$ cat src/rtl/eprom_rd_ctrl.sv
module eprom_rd_ctrl #(
  parameter int unsigned CLK_PS = 10000,
  parameter int unsigned AW     = 16,
  parameter int unsigned DW     = 8,
  parameter int unsigned T_ACC0 = 120,
  parameter int unsigned T_ACC1 = 150,
  parameter int unsigned T_ACC2 = 200,
  parameter int unsigned T_ACC3 = 250,
  parameter int unsigned T_OE0  = 50,
  parameter int unsigned T_OE1  = 70,
  parameter int unsigned T_OE2  = 75,
  parameter int unsigned T_OE3  = 100,
  parameter int unsigned T_FLT0 = 45,
  parameter int unsigned T_FLT1 = 50,
  parameter int unsigned T_FLT2 = 55,
  parameter int unsigned T_FLT3 = 60
) (
  input  logic          clk,
  input  logic          rst_n,
  input  logic          req_valid,
  output logic          req_ready,
  input  logic [AW-1:0] req_addr,
  input  logic [1:0]    speed_sel,
  output logic          rsp_valid,
  input  logic          rsp_ready,
  output logic [DW-1:0] rsp_data,
  output logic [AW-1:0] mem_addr,
  output logic          mem_ce_n,
  output logic          mem_oe_n,
  input  logic [DW-1:0] mem_data
);

  function automatic int unsigned to_cyc(input int unsigned t_ns);
    return (t_ns * 1000 + CLK_PS - 1) / CLK_PS + 1;
  endfunction

  localparam int unsigned ACC_C0 = to_cyc(T_ACC0);
  localparam int unsigned ACC_C1 = to_cyc(T_ACC1);
  localparam int unsigned ACC_C2 = to_cyc(T_ACC2);
  localparam int unsigned ACC_C3 = to_cyc(T_ACC3);
  localparam int unsigned OE_C0  = to_cyc(T_OE0);
  localparam int unsigned OE_C1  = to_cyc(T_OE1);
  localparam int unsigned OE_C2  = to_cyc(T_OE2);
  localparam int unsigned OE_C3  = to_cyc(T_OE3);
  localparam int unsigned FLT_C0 = to_cyc(T_FLT0);
  localparam int unsigned FLT_C1 = to_cyc(T_FLT1);
  localparam int unsigned FLT_C2 = to_cyc(T_FLT2);
  localparam int unsigned FLT_C3 = to_cyc(T_FLT3);
  localparam int unsigned SUM_C  = ACC_C0 + ACC_C1 + ACC_C2 + ACC_C3
                                 + FLT_C0 + FLT_C1 + FLT_C2 + FLT_C3;
  localparam int unsigned CW     = $clog2(SUM_C + 1);

  typedef enum logic [2:0] {
    S_IDLE, S_SETUP, S_ENABLE, S_SAMPLE, S_RELEASE, S_FLOAT
  } st_t;

  st_t           st;
  logic [CW-1:0] cnt;
  logic [1:0]    grade_q;
  logic [1:0]    g_sel;
  logic [CW-1:0] acc_c, oe_c, flt_c, lead_c;

  assign g_sel = (st == S_IDLE) ? speed_sel : grade_q;

  always_comb begin
    case (g_sel)
      2'd0:    begin acc_c = CW'(ACC_C0); oe_c = CW'(OE_C0); flt_c = CW'(FLT_C0); end
      2'd1:    begin acc_c = CW'(ACC_C1); oe_c = CW'(OE_C1); flt_c = CW'(FLT_C1); end
      2'd2:    begin acc_c = CW'(ACC_C2); oe_c = CW'(OE_C2); flt_c = CW'(FLT_C2); end
      default: begin acc_c = CW'(ACC_C3); oe_c = CW'(OE_C3); flt_c = CW'(FLT_C3); end
    endcase
  end

  assign lead_c    = (acc_c > oe_c) ? acc_c - oe_c : CW'(1);
  assign req_ready = (st == S_IDLE) && !rsp_valid;

  always_ff @(posedge clk) begin
    if (!rst_n) begin
      st        <= S_IDLE;
      cnt       <= '0;
      grade_q   <= '0;
      mem_addr  <= '0;
      mem_ce_n  <= 1'b1;
      mem_oe_n  <= 1'b1;
      rsp_valid <= 1'b0;
      rsp_data  <= '0;
    end else begin
      if (rsp_valid && rsp_ready) rsp_valid <= 1'b0;
      case (st)
        S_IDLE: if (req_valid && req_ready) begin
          mem_addr <= req_addr;
          grade_q  <= speed_sel;
          mem_ce_n <= 1'b0;
          cnt      <= lead_c - CW'(1);
          st       <= S_SETUP;
        end
        S_SETUP: if (cnt == '0) begin
          mem_oe_n <= 1'b0;
          cnt      <= oe_c - CW'(1);
          st       <= S_ENABLE;
        end else cnt <= cnt - CW'(1);
        S_ENABLE: if (cnt == '0) st <= S_SAMPLE;
                  else cnt <= cnt - CW'(1);
        S_SAMPLE: begin
          rsp_data  <= mem_data;
          rsp_valid <= 1'b1;
          mem_ce_n  <= 1'b1;
          mem_oe_n  <= 1'b1;
          st        <= S_RELEASE;
        end
        S_RELEASE: begin
          cnt <= flt_c - CW'(1);
          st  <= S_FLOAT;
        end
        S_FLOAT: if (cnt == '0) st <= S_IDLE;
                 else cnt <= cnt - CW'(1);
        default: st <= S_IDLE;
      endcase
    end
  end

endmodule

$ cat config.mk
export PLATFORM = sky130hd
export DESIGN_NAME = eprom_rd_ctrl
export DESIGN_NICKNAME = d
export VERILOG_FILES = /design/src/rtl/eprom_rd_ctrl.sv
export SDC_FILE = /design/constraint.sdc
export NUM_CORES = 1
export LEC_CHECK = 0
export BUFFER_PORTS_ARGS = -buffer_cell sky130_fd_sc_hd__buf_2
export CORE_ASPECT_RATIO = 1.1
export CORE_MARGIN = 2
export CORE_UTILIZATION = 35
export CTS_CLUSTER_SIZE = 28
export DETAILED_ROUTE_END_ITERATION = 10
export GPL_ROUTABILITY_DRIVEN = 0
export PLACE_DENSITY_LB_ADDON = 0.1
export SKIP_CTS_REPAIR_TIMING = 1
export SLEW_MARGIN = 20
export SYNTH_ARGS = -nofsm -noshare
export SYNTH_HDL_FRONTEND = slang
export SYNTH_SLANG_ARGS = --single-unit
$ cat constraint.sdc
create_clock -name clk -period 2.6 [get_ports clk]
set_clock_uncertainty 0.05 [all_clocks]
set_input_delay 0.52 -clock clk [delete_from_list [all_inputs] [get_ports clk]]
set_output_delay 0.52 -clock clk [all_outputs]
set_load 0.05 [all_outputs]
==> metrics.cfg, run 1 <==
[timing]
fin_crit_ns=2.43
timing_hold_violations_final=0
whs_ns=0.402
rsz0062_at_grt=no
tightestPinTransition_ns=0.656
max-slew-margin-rel_pct=56.3
drv_slew=0
period_share_pct=93.4
setup_tns_ns=0
setup_viol=0
max_freq_mhz=412

[floorplanning]
boundaryPins=58
die_h_um=86.4
fp-row-count=30
start_util_pct=35.5
dieWidth_um=78.9
dieArea_um2=6810
core-area_um2=6080

[logic_synthesis]
synth_seq_area_share_pct=36.2
netlist_area_um2=2160
async_flop_share_pct=0
synth-seq-cells=39
synth_edf_count=0
yosys-top-cells-area=dfxtp_1 36%, nand2_1 12%, a21boi_1 10%
synth_nets=306
syn_inst=268
yosys_warnings=0
ys.flop_type=dfxtp_1
avgSynthCellArea_um2=8.05
synth_top_cell_by_area=dfxtp_1
synth_top_cell_area_share_pct=36.2
yosysUniqueCellTypes=51

[setup_path]
worst_setup_path_start_kind=register
worstRegToRegCells=11
end_kind=register
critPathArrivalTime_ns=2.54
r2r_slack_ns=0.17
reg2reg_from=st[2]
worstSetupPathType=register to register
reg2reg_to=cnt[4]
cp.required_ns=2.71
critPathMaxFanout=7

[power_and_ir_drop]
power_density_nw_per_um2=1110
vdd.ir_drop.worst_uv=471
p_leak_nw=1.12
power_mw=2.94

[worst_hold_path]
holdPathEnd=rsp_data[3]
hp-start=rsp_data[3]
whs_path_depth=2
min_path_type=register to register

[placed_design]
port_buffers=57
hpwl_um=3860
dp.cells=399

[layout]
nets=364
fill_cells=641
syn_to_final_growth_pct=23.4
drive_above_1_share_pct=27.2
instances_no_fill=407
final_cell_mix=69 x nand2_1, 57 x buf_2, 38 x dfxtp_1, 29 x a21boi_1, 10 x buf_4
final_common_cell=nand2_1
diodes=0

[drt]
wl_per_cell_um=13.4
drtPass1Iterations=4
first_iter_violations=144
ant_nets=0
num_vias=2041
drc=0
drt-total-wl_um=5450
vias_per_cell=5.01

[flow_run]
cap_violations=0

[grt]
grt_pass1_wl_um=8940
grt_pass1_vias=1848
grt_max_degree=42
overflow=0
grt_antenna_before_repair=0
track_usage_pct=16.6

[clocking]
cts_root_buf=clkbuf_8
cts_htree_levels=2
clock-sinks=39
ctsLongestPathBuffers=2
numCtsBuffers=5
cts.clk_slew.worst_paths_ns=0.09
cts_tree=yes
clk_latency_ns=0.29

[status]
run_status=finished clean

[worst max path at each step]
stage,start,end,slack (ns),cells after the start
final,st[2],cnt[4],0.17,11
after floorplan,st[0],cnt[4],0.01,11
after CTS,st[0],cnt[4],0.09,10
after global placement,speed_sel[0],cnt[4],0.13,10
after global routing,st[2],cnt[4],0.003,11
after detailed placement,speed_sel[0],cnt[4],0.06,10
[per-stage QoR]
stage	setup WS, ns	util, %	cell area (µm²)
2_1_floorplan	0.0146	-	2170
3_3_place_gp	0.126	42.0	2550
3_5_place_dp	0.0605	42.0	2550
4_1_cts	0.0933	43.5	2640
5_1_grt	0.00284	43.8	2660
6_report	0.172	43.8	2660
[cells in the mapped netlist, types with 3 or more instances]
library cell / instances
clkbuf_1: 6
nor2b_1: 3
nand2_1: 69
nand2b_1: 6
o21ai_0: 6
inv_1: 6
mux2i_1: 4
nand3_1: 8
dfxtp_1: 39
nor2_1: 9
nor4b_1: 3
a21boi_1: 29
buf_2: 9
ha_1: 8
a21oi_1: 9
xnor2_1: 3
o211ai_1: 3
[state kept, by name, indices dropped and copies added (netlist names)]
name and cells:
cnt 7, grade_q 2, mem_addr 16, mem_ce_n 1, mem_oe_n 1, rsp_data 8
rsp_valid 1, st 3
[logic make-up (layout without fill, tap and decap cells)]
family,after synthesis,in the layout,synth area share (%)
DFF,39,39,36.2
muxes,4,4,1.86
and+or+nand+nor,113,113,24.4
adders and majority gates,8,8,4.64
buffers and inverters,24,83,5.04
xor gates and xnor gates,4,4,1.62
AOI/OAI and AO/OA,76,76,26.3
[routing by layer]
metal | routed length [µm] | track usage (%) | up-vias
li1 | - | - | 1045
met1 | 2560 | 21.4 | 939
met2 | 2500 | 27.3 | 51
met3 | 303 | 3.85 | 6
met4 | 85 | 5.80 | 0
met5 | 0 | 0 | -
[critical path, stage by stage (launching register included)]
cell and delay [ns]:
dfxtp_1 0.37, buf_4 0.19, o31ai_2 0.27, nand2_1 0.15
buf_4 0.17, inv_2 0.09, ha_1 0.19, nand3_1 0.16
and4_4 0.24, o31ai_2 0.17, o211a_1 0.18, o22ai_1 0.08
[power by group]
part	switching, mW	total (mW)	internal [mW]
sequential	0.133	0.860	0.727
combinational	1.04	1.66	0.628
clock	0.234	0.421	0.187
[layout make-up]
cell class / count / area [µm²] / area share [%]
inverters: 8 / 30.0 / 1.13
clock inverters: 3 / 20.0 / 0.752
flip-flops and latches: 39 / 782 / 29.4
multi-input cells: 205 / 1300 / 48.9
clock buffers: 5 / 68.8 / 2.58
repair buffers: 67 / 360 / 13.5
well taps: 80 / 100 / 3.76
Note: power is estimated with default switching activity, not from simulation.
==> inputs of run 2 (changes only) <==
REMOVE_ABC_BUFFERS = 1   (was not set)
==> metrics.cfg, run 2 (synthesis results as in run 1) <==
[status]
run_status=finished clean

[grt]
track_usage_pct=17.1  ; +0.54 points
overflow=0  ; unchanged
grt_antenna_before_repair=0  ; unchanged
grt_pass1_vias=1949  ; +5.5%
grt_pass1_wl_um=9340  ; +4.5%
grt_max_degree=26  ; -38%

[setup_path]
reg2reg_to=cnt[0]
cp.required_ns=2.77  ; +0.06 ns
worstRegToRegCells=10  ; -1
worstSetupPathType=register to register
cp-startpoint=st[0]
worst_setup_path_start_kind=register
critPathArrivalTime_ns=2.59  ; +0.05 ns
critPathMaxFanout=5  ; -2
r2r_slack_ns=0.19  ; about the same
reg2reg_from=st[0]
end_kind=register

[clocking]
cts_root_buf=clkbuf_8
clk_latency_ns=0.29  ; about the same
cts_tree=yes
clock-sinks=39  ; unchanged
cts_htree_levels=2  ; unchanged
ctsLongestPathBuffers=2  ; unchanged
cts.clk_slew.worst_paths_ns=0.08  ; about the same
numCtsBuffers=5  ; unchanged

[drt]
drtPass1Iterations=4  ; unchanged
wl_per_cell_um=13.4  ; -0.17%
first_iter_violations=102  ; -29%
ant_nets=0  ; unchanged
vias_per_cell=5.05  ; +0.68%
num_vias=2075  ; +1.7%
drt-total-wl_um=5490  ; +0.81%
drc=0  ; unchanged

[layout]
top_register=mem_addr
nets=369  ; +1.4%
final_common_cell=nand2_1
final_area_um2=2670  ; +0.38%
largestRegisters=mem_addr x16, rsp_data x8, cnt x7
diodes=0  ; unchanged
fin_util_pct=44.0  ; +0.16 points
drive_above_1_share_pct=26.9  ; -0.33 points
final_cell_mix=69 x nand2_1, 57 x buf_2, 39 x dfxtp_1, 29 x a21boi_1, 15 x buf_4
syn_to_final_growth_pct=23.9
largest_register_ffs=16  ; unchanged

[floorplanning]
core-area_um2=6080  ; unchanged
dieWidth_um=78.9  ; unchanged
boundaryPins=58  ; unchanged
fp-row-count=30  ; unchanged
start_util_pct=35.5  ; unchanged
die_h_um=86.4  ; unchanged
dieArea_um2=6810  ; unchanged

[timing]
fin_crit_ns=2.41  ; -0.0149 ns
timing_hold_violations_final=0  ; unchanged
tightestPinTransition_ns=0.663  ; +0.00763 ns
period_share_pct=92.8  ; -0.57 points
max_freq_mhz=414  ; +0.62%
max-slew-margin-rel_pct=55.8  ; -0.51 points
drv_slew=0  ; unchanged
setup_viol=0  ; unchanged

[worst_hold_path]
min_path_type=register to register
whs_path_depth=2  ; unchanged
holdPathEnd=rsp_data[6]
hp-start=rsp_data[6]

[placed_design]
dpl-instance-area_um2=2560  ; +0.29%
hpwl_um=4000  ; +3.9%
port_buffers=57  ; unchanged

[power_and_ir_drop]
power_density_nw_per_um2=1110  ; +0.28%
power_mw=2.96  ; +0.66%
vdd.ir_drop.worst_uv=464  ; -1.6%
p_leak_nw=1.15  ; +2.8%

[flow_run]
cap_violations=0  ; unchanged

-- run 2: how the worst max path moves through the flow --
stage	end	slack [ns]	cells after the start
after floorplan	cnt[4]	-0.16	10
after global placement	cnt[4]	0.14	10
after detailed placement	cnt[0]	0.12	10
after CTS	cnt[4]	0.11	10
after global routing	cnt[0]	-0.005	10
final	cnt[0]	0.19	10
-- run 2: final cells by class --
cell class                 instances  area [µm²]
multi-input combinational        205        1270
tap                               80         100
sequential                        39         781
inverter                           8        30.0
fill                             651        3410
clock buffer                       6        82.6
timing repair buffer              72         398
clock inverter                     1        8.76
-- run 2: where the power goes --
part / leakage [nW] / internal [mW] / total (mW) / switching, mW
registers: 0.319 / 0.726 / 0.841 / 0.115
logic: 0.788 / 0.640 / 1.69 / 1.05
clock network: 0.0477 / 0.213 / 0.429 / 0.216
total: 1.15 / 1.58 / 2.96 / 1.39
-- run 2: critical path: stages (launching register included) --
cell      delay (ns)
dfxtp_1         0.36
nor3_2          0.24
mux2i_1         0.27
inv_1           0.11
ha_1            0.33
buf_4           0.13
inv_1           0.06
a22o_1          0.23
a221oi_1        0.28
o211ai_1        0.13
a21boi_1        0.14
-- run 2: layer usage --
| metal | global-route usage, % | wire (µm) |
|---|---|---|
| met2 | 28.4 | 2550 |
| met4 | 4.70 | 46 |
| met3 | 4.06 | 224 |
| met5 | 0 | 0 |
| met1 | 22.4 | 2670 |
-- run 2: stage by stage --
stage,cells,worst slack (ns),hold slack [ns],setup TNS (ns)
after floorplan,252,-0.156,0.397,-0.257
after global placement,402,0.143,0.387,0
after detailed placement,402,0.117,0.393,0
after CTS,409,0.114,0.403,0
after global routing,411,-0.00542,0.392,-0.00542
final,411,0.187,0.402,0
